## config.mk

```make
export PLATFORM = sky130hd
export DESIGN_NAME = ptp_evstamp
export DESIGN_NICKNAME = d
export VERILOG_FILES = /design/src/rtl/ptp_evstamp_pkg.sv /design/src/rtl/ptp_evstamp_classify.sv /design/src/rtl/ptp_evstamp_slot.sv /design/src/rtl/ptp_evstamp.sv
export SDC_FILE = /design/constraint.sdc
export NUM_CORES = 1
export LEC_CHECK = 0
export BUFFER_PORTS_ARGS = -buffer_cell sky130_fd_sc_hd__buf_2
export CAP_MARGIN = 40
export CELL_PAD_IN_SITES_DETAIL_PLACEMENT = 1
export CELL_PAD_IN_SITES_GLOBAL_PLACEMENT = 2
export CORE_MARGIN = 2
export CORE_UTILIZATION = 22
export DETAILED_ROUTE_END_ITERATION = 7
export GPL_ROUTABILITY_DRIVEN = 0
export PLACE_DENSITY_LB_ADDON = 0.1
export SETUP_SLACK_MARGIN = 0.1
export SLEW_MARGIN = 30
export SYNTH_ARGS = -nofsm -noshare
export SYNTH_HDL_FRONTEND = slang
export SYNTH_SLANG_ARGS = --single-unit
```

## constraint.sdc

```tcl
create_clock -name clk -period 2.2 [get_ports clk]
set_clock_uncertainty 0.05 [all_clocks]
set_input_delay 0.33 -clock clk [delete_from_list [all_inputs] [get_ports clk]]
set_output_delay 0.33 -clock clk [all_outputs]
set_load 0.03 [all_outputs]
```

## src/rtl/ptp_evstamp_pkg.sv

```systemverilog
package ptp_evstamp_pkg;

   typedef enum logic [1:0] {
      FM_V1_UDP   = 2'd0,
      FM_V2_EVENT = 2'd1,
      FM_ALL      = 2'd2,
      FM_NONE     = 2'd3
   } filt_mode_e;

   typedef struct packed {
      logic [15:0] ethertype;
      logic [7:0]  ip_proto;
      logic [15:0] dport;
      logic [15:0] sport;
      logic [3:0]  ver;
      logic [3:0]  msg;
   } frame_hdr_t;

   typedef struct packed {
      logic       l2_en;
      logic       l4_en;
      logic       sport_en;
   } xport_cfg_t;

   localparam logic [7:0] IPPROTO_UDP_C = 8'd17;

endpackage

```

## src/rtl/ptp_evstamp_classify.sv

```systemverilog
module ptp_evstamp_classify
   import ptp_evstamp_pkg::*;
#(
   parameter logic [15:0] PTP_ETYPE  = 16'h88F7,
   parameter logic [15:0] EVENT_PORT = 16'd319,
   parameter int          EVENT_MSGS = 4
) (
   input  frame_hdr_t hdr,
   input  xport_cfg_t xcfg,
   input  filt_mode_e mode,
   input  logic       v1_sel,
   output logic       hit
);

   localparam logic [3:0] MSG_LIMIT = 4'(EVENT_MSGS);

   if (EVENT_MSGS < 1 || EVENT_MSGS > 15) begin : g_bad_msgs
      $error("EVENT_MSGS must lie in 1..15");
   end

   logic l2_ok;
   logic l4_ok;
   logic sport_ok;

   always_comb begin
      l2_ok    = xcfg.l2_en && (hdr.ethertype == PTP_ETYPE);
      sport_ok = !xcfg.sport_en || (hdr.sport == EVENT_PORT);
      l4_ok    = xcfg.l4_en && (hdr.ip_proto == IPPROTO_UDP_C) &&
                 (hdr.dport == EVENT_PORT) && sport_ok;
   end

   always_comb begin
      unique case (mode)
         FM_V1_UDP:   hit = l4_ok && (hdr.ver == 4'd1) &&
                            (hdr.msg == {3'b000, v1_sel});
         FM_V2_EVENT: hit = (l2_ok || l4_ok) && (hdr.ver == 4'd2) &&
                            (hdr.msg < MSG_LIMIT);
         FM_ALL:      hit = 1'b1;
         default:     hit = 1'b0;
      endcase
   end

   // the "none" mode never qualifies a frame
   always_comb begin
      p_none_mode_r10: assert (!(mode == FM_NONE && hit));
   end

   // version-1 mode only ever accepts a UDP-carried version-1 frame
   always_comb begin
      p_v1_fields_r8: assert (!(mode == FM_V1_UDP && hit) ||
                              (hdr.ver == 4'd1 && hdr.ip_proto == IPPROTO_UDP_C));
   end

endmodule

```

## src/rtl/ptp_evstamp_slot.sv

```systemverilog
module ptp_evstamp_slot #(
   parameter int TIME_W = 64
) (
   input  logic              clk,
   input  logic              rst_n,
   input  logic              arm,
   input  logic              sof,
   input  logic              hit,
   input  logic              rd_hi,
   input  logic [TIME_W-1:0] now,
   output logic              valid,
   output logic [TIME_W-1:0] stamp
);

   logic take;
   assign take = sof && arm && hit && !valid;

   always_ff @(posedge clk) begin
      if (!rst_n) begin
         valid <= 1'b0;
         stamp <= '0;
      end else if (take) begin
         valid <= 1'b1;
         stamp <= now;
      end else if (rd_hi) begin
         valid <= 1'b0;
      end
   end

   // a qualifying frame on an open slot is captured with its own time
   p_capture_r2: assert property (@(posedge clk) disable iff (!rst_n)
      (sof && arm && hit && !valid) |=> (valid && stamp == $past(now)));

   // the slot stays locked and frozen until the high word is read
   p_locked_r3: assert property (@(posedge clk) disable iff (!rst_n)
      (valid && !rd_hi) |=> (valid && $stable(stamp)));

   // reading the high word releases the slot
   p_release_r4: assert property (@(posedge clk) disable iff (!rst_n)
      (valid && rd_hi) |=> (!valid && $stable(stamp)));

   // a disabled empty slot stays empty
   p_disarmed_r5: assert property (@(posedge clk) disable iff (!rst_n)
      (!valid && !arm) |=> !valid);

endmodule

```

## src/rtl/ptp_evstamp.sv

```systemverilog
module ptp_evstamp
   import ptp_evstamp_pkg::*;
#(
   parameter int          TIME_W     = 64,
   parameter logic [15:0] PTP_ETYPE  = 16'h88F7,
   parameter logic [15:0] EVENT_PORT = 16'd319,
   parameter int          EVENT_MSGS = 4
) (
   input  logic                clk,
   input  logic                rst_n,
   input  logic [TIME_W-1:0]   time_now,
   input  logic                l2_chk_en,
   input  logic                l4_chk_en,
   input  logic                sport_chk_en,
   input  logic                rx_en,
   input  logic [1:0]          rx_mode,
   input  logic                rx_v1_sel,
   input  logic                rx_sof,
   input  logic [15:0]         rx_ethertype,
   input  logic [7:0]          rx_ip_proto,
   input  logic [15:0]         rx_udp_dport,
   input  logic [15:0]         rx_udp_sport,
   input  logic [3:0]          rx_ptp_ver,
   input  logic [3:0]          rx_ptp_msg,
   input  logic                rx_rd_hi,
   input  logic                tx_en,
   input  logic [1:0]          tx_mode,
   input  logic                tx_v1_sel,
   input  logic                tx_sof,
   input  logic [15:0]         tx_ethertype,
   input  logic [7:0]          tx_ip_proto,
   input  logic [15:0]         tx_udp_dport,
   input  logic [15:0]         tx_udp_sport,
   input  logic [3:0]          tx_ptp_ver,
   input  logic [3:0]          tx_ptp_msg,
   input  logic                tx_rd_hi,
   output logic                rx_valid,
   output logic [TIME_W/2-1:0] rx_stamp_lo,
   output logic [TIME_W/2-1:0] rx_stamp_hi,
   output logic                tx_valid,
   output logic [TIME_W/2-1:0] tx_stamp_lo,
   output logic [TIME_W/2-1:0] tx_stamp_hi
);

   localparam int WORD_W = TIME_W / 2;
   localparam int LANES  = 2;
   localparam int RX     = 0;
   localparam int TX     = 1;

   if (TIME_W % 2 != 0 || TIME_W < 2) begin : g_bad_width
      $error("TIME_W must be even and at least 2");
   end

   xport_cfg_t  xcfg;
   frame_hdr_t  hdr   [LANES];
   filt_mode_e  mode  [LANES];
   logic        v1sel [LANES];
   logic        arm   [LANES];
   logic        sof   [LANES];
   logic        rd    [LANES];
   logic        hit   [LANES];
   logic        vld   [LANES];
   logic [TIME_W-1:0] stamp [LANES];

   assign xcfg = '{l2_en: l2_chk_en, l4_en: l4_chk_en, sport_en: sport_chk_en};

   assign hdr[RX] = '{ethertype: rx_ethertype, ip_proto: rx_ip_proto,
                      dport: rx_udp_dport, sport: rx_udp_sport,
                      ver: rx_ptp_ver, msg: rx_ptp_msg};
   assign hdr[TX] = '{ethertype: tx_ethertype, ip_proto: tx_ip_proto,
                      dport: tx_udp_dport, sport: tx_udp_sport,
                      ver: tx_ptp_ver, msg: tx_ptp_msg};

   assign mode[RX]  = filt_mode_e'(rx_mode);
   assign mode[TX]  = filt_mode_e'(tx_mode);
   assign v1sel[RX] = rx_v1_sel;
   assign v1sel[TX] = tx_v1_sel;
   assign arm[RX]   = rx_en;
   assign arm[TX]   = tx_en;
   assign sof[RX]   = rx_sof;
   assign sof[TX]   = tx_sof;
   assign rd[RX]    = rx_rd_hi;
   assign rd[TX]    = tx_rd_hi;

   for (genvar g = 0; g < LANES; g++) begin : g_lane
      ptp_evstamp_classify #(
         .PTP_ETYPE  (PTP_ETYPE),
         .EVENT_PORT (EVENT_PORT),
         .EVENT_MSGS (EVENT_MSGS)
      ) u_cls (
         .hdr    (hdr[g]),
         .xcfg   (xcfg),
         .mode   (mode[g]),
         .v1_sel (v1sel[g]),
         .hit    (hit[g])
      );

      ptp_evstamp_slot #(
         .TIME_W (TIME_W)
      ) u_slot (
         .clk   (clk),
         .rst_n (rst_n),
         .arm   (arm[g]),
         .sof   (sof[g]),
         .hit   (hit[g]),
         .rd_hi (rd[g]),
         .now   (time_now),
         .valid (vld[g]),
         .stamp (stamp[g])
      );
   end

   assign rx_valid    = vld[RX];
   assign rx_stamp_lo = stamp[RX][WORD_W-1:0];
   assign rx_stamp_hi = stamp[RX][TIME_W-1:WORD_W];
   assign tx_valid    = vld[TX];
   assign tx_stamp_lo = stamp[TX][WORD_W-1:0];
   assign tx_stamp_hi = stamp[TX][TIME_W-1:WORD_W];

   // traffic on the transmit side never disturbs a held receive stamp
   p_rx_isolated_r11: assert property (@(posedge clk) disable iff (!rst_n)
      (rx_valid && !rx_rd_hi && (tx_sof || tx_rd_hi)) |=>
      (rx_valid && $stable(rx_stamp_lo) && $stable(rx_stamp_hi)));

endmodule

```

==> summary by stage <==
Run status
The flow ran to the end, and the final reports show no timing, DRC or antenna violations.

Die
The starting density of the core is 22.2%. The die covers 32200 um^2. The placeable core area is 30500 um^2. The number of cell rows is 64.

The die extent in x is 180 um. The floorplan step set the die height to 180 um. The number of I/O pins is 339.

Timing
The post-route clock period utilization is 92.6%. Setup repair after global routing could not meet its margin everywhere. The max-slew violation count is 0. After layout, the worst setup slack is 0.162 ns. Static timing analysis puts the maximum clock frequency at 491 MHz. The final-report hold violation count is 0. The relative slew slack is 46.8%. The total setup violations reported at the end of the flow is 0. The transition time at the pin with the least slew margin is 0.798 ns. The clock period could shrink to 2.04 ns.

Worst setup path
Following the worst setup path forward leads to its endpoint at g_lane[0].u_slot.stamp[56]$_SDFFE_PN0P_. Data arrives at the worst endpoint at 2.36 ns. For the worst setup path, the data required time is 2.52 ns.

The worst setup path is captured at a flop. The reg2reg setup slack is 0.24 ns. The launch instance of the worst register-to-register path is g_lane[0].u_slot.valid$_SDFFE_PN0P_. The end of the worst register-to-register path is g_lane[0].u_slot.stamp[56]$_SDFFE_PN0P_.

The sort of element at the start of the critical path is an input pin. Of all nets on the critical path, the largest fanout is 16. The critical path is of the input pin to flop type.

The critical path startpoint is rx_ip_proto[2]. The number of cell instances on the worst register-to-register path is 8.

Synthesis
The synthesized design spends more area on one cell type than any other, namely dfxtp_1. Yosys mapped a number of flops with a built-in enable equal to 0. Synthesis inferred 130 register bits.

The fraction of synthesis flops using an asynchronous set or reset pin is 0%. The area share of fa/ha/maj cells after synthesis is 0%. The synthesized netlist contains 38 unique library cells.

The yosys synthesis warning count is 0. The sequential element share of the synthesized area is 38.4%. Among all flip-flop cells after synthesis, the most frequent one is dfxtp_1. The share of cell area taken by muxes after synthesis is 0%.

Summing the areas of all xor and xnor instances in the mapped netlist gives 0.258% of the synthesized area. Sorting the synthesized cells by area gives the leading types as dfxtp_1 (38%), a221o_1 (19%), a21oi_1 (9.6%). The basic-gate share of the synthesized area counting and, or, nand and nor cells is 14.8%. The per-instance average area after synthesis is 8.36 um^2. After synthesis, the largest family of logic cells by area is compound AO/OA/AOI/OAI gates.

The post-synth design cell area is 6780 um^2. The number of standard cells after synthesis is 811. The top-area cell type share of the netlist area is 38.4%. Counting every net in the synthesized netlist gives 1020.

Summing the areas of all compound-gate instances in the mapped netlist gives 39.4% of the synthesized area.

Final layout
The top cell types in the final layout, fill and taps aside, are buf_2 (338), nand2_1 (133), dfxtp_1 (130). Compared with the post-synthesis result, the final layout area differs by 44.2%. Leaving out fill and tap cells, the most frequent cell in the layout is buf_2. Summing all multi-input logic gate instances after layout gives 3850 um^2.

In the final layout, the share of cells above drive strength 1 is 38.0%. The combined flip-flop and latch cell area is 2600 um^2. The fill cell instance count of the final layout is 3655.

The number of standard cells in the layout, taps in and fillers out is 1538. The net count of the finished layout is 1336.

Clock network
The clock insertion delay at the later pin of the skew report is 0.43 ns. The CTS sink count is 130. The count of hold-fix buffers inserted at cts is 0. The CTS root buffer is clkbuf_16.

The total CTS buffers is 17. The TritonCTS clock tree is yes. Clock-pin slew was measured on the worst setup and hold paths at 0.07 ns. The H-tree was split into 4 levels.

The longest clock path from root to sink contains 2 buffers.

Global route
The total global-route track usage is 19.7%. The first global-routing pass estimated 49800 um of wire. The number of global-route vias before repair is 8391. The total congestion overflow is 0. The number of antenna violations at the first check in global routing came to 4. Entering global routing, the biggest net connects 129 pins.

Power
The share of total power in sequential cells is 37.6%. The internal power summed over all cells is 4.89 mW. The final total power is 7.28 mW. The cell area power density is 744 nW/um^2. The share of power burned in combinational logic is 22.4%. The analysis attributes to net switching a power of 2.39 mW. In this run switching power makes up 32.8% of total power. The share of total power dissipated in the clock network is 40.0%.

The maximum vdd ir drop is 0.524 mV. The analysis attributes to cell leakage a power of 4.07 nW.

Drt
The routed wirelength normalized by instance count is 21.2 um. Wires add up to 32700 um. The routed via count divided by cell count is 5.17.

The first-iteration detailed-routing DRC count is 431. The detail route stage leaves a number of antenna-violating nets equal to 0. In the routed design, unresolved DRC markers number 0. Summing over every cut layer, the via total after detailed routing is 7949. For this run, the detailed router's first-pass iteration total came to 4.

Placed design
After detailed placement, the design holds a cell count of 1499. The final HPWL from detailed placement is 22000 um. The worst-case setup slack after placement is -0.377 ns. The quantity of I/O buffers inserted on ports is 338.

Run
The max-capacitance violation count is 0.

Worst hold path
The worst min-delay path category is input pin to flop.
## final cells by class
class | instances | share of cell area [%]
Sequential cell | 130 | 26.6
Multi-Input combinational cell | 600 | 39.4
Tap cell | 396 | 5.07
Timing Repair Buffer | 377 | 22.8
Antenna cell | 3 | 0.0767
Inverter | 1 | 0.0640
Clock inverter | 12 | 1.37
Clock buffer | 19 | 4.63
## routing by layer
| metal | vias up | GRT usage (%) | routed length (um) |
|---|---|---|---|
| li1 | 3763 | - | - |
| met5 | - | 0 | 11 |
| met3 | 29 | 4.66 | 1690 |
| met2 | 228 | 34.5 | 16100 |
| met1 | 3927 | 23.9 | 14300 |
| met4 | 2 | 5.53 | 471 |
## through the flow
stage | area [um^2] | util, % | TNS [ns] | hold WS (ns)
CTS | 9640 | 31.6 | 0 | 0.104
floorplan | 6820 | - | -2.94 | 0.408
finish | 9780 | 32.1 | 0 | 0.124
global placement | 9040 | 29.6 | -39.63 | 0.434
global route | 9780 | 32.1 | 0 | 0.110
detailed placement | 9040 | 29.6 | -41.57 | 0.439
## worst min-delay path by stage
stage / start / end / depth (start not counted) / slack [ns]
2_1_floorplan: rst_n / g_lane[0].u_slot.valid$_SDFFE_PN0P_ / 1 / 0.41
3_5_place_dp: g_lane[1].u_slot.stamp[58]$_SDFFE_PN0P_ / g_lane[1].u_slot.stamp[58]$_SDFFE_PN0P_ / 1 / 0.44
4_1_cts: time_now[24] / g_lane[0].u_slot.stamp[24]$_SDFFE_PN0P_ / 2 / 0.10
6_report: time_now[50] / g_lane[0].u_slot.stamp[50]$_SDFFE_PN0P_ / 2 / 0.12
3_3_place_gp: g_lane[1].u_slot.stamp[1]$_SDFFE_PN0P_ / g_lane[1].u_slot.stamp[1]$_SDFFE_PN0P_ / 1 / 0.43
5_1_grt: time_now[24] / g_lane[0].u_slot.stamp[24]$_SDFFE_PN0P_ / 2 / 0.11
## synthesized netlist by cell type (2+ instances only)
| cell | number |
|---|---|
| clkbuf_1 | 52 |
| and4b_1 | 4 |
| nor4b_1 | 7 |
| or4bb_1 | 2 |
| buf_8 | 6 |
| nand4_1 | 6 |
| a2111oi_2 | 2 |
| a221o_1 | 128 |
| xor2_1 | 2 |
| nor2b_1 | 4 |
| dfxtp_1 | 130 |
| nand2b_1 | 3 |
| a21boi_1 | 2 |
| nor2_1 | 11 |
| buf_6 | 13 |
| o31a_1 | 2 |
| o21ai_0 | 129 |
| buf_1 | 2 |
| or4b_2 | 2 |
| nor4bb_1 | 5 |
| nand2_1 | 133 |
| nand3_1 | 4 |
| nand3b_1 | 4 |
| or4_1 | 2 |
| nand4b_1 | 2 |
| nor4_1 | 7 |
| and3_1 | 2 |
| a21oi_1 | 130 |
| buf_2 | 6 |
## critical path: stages
cell and delay (ns):
buf_2 0.13, nor4bb_1 0.29, nand4_1 0.19, a2111oi_4 0.39, buf_4 0.18, nor2_2 0.04, o31ai_4 0.26, buf_4 0.19
clkbuf_16 0.19, a221o_1 0.14
## logic make-up after synthesis
logic type / Yosys count
compound gates: 396
xor+xnor: 2
buf+inv: 81
flops: 130
simple gates: 202
## power by group through the flow
stage                     Clock, mW  Combinational [mW]  Sequential, mW
after CTS                      2.98                1.64            2.74
after global routing           3.09                1.76            2.77
final                          2.91                1.63            2.74
after floorplan                   0               0.533            3.17
after global placement            0                1.62            2.79
after detailed placement          0                1.64            2.78
## timing repair
item                                    in CTS  in global routing
cloned                                       0                  2
endpoints found under the setup margin      10                128
setup buffers                                0                  3
pin swaps                                    0                  4
resized for setup                            1                 13
## state kept, by name, indices dropped and copies added, names as in the netlist
register,flops
g_lane.u_slot.valid,2
g_lane.u_slot.stamp,128
Power figures use the tool's default switching activity.
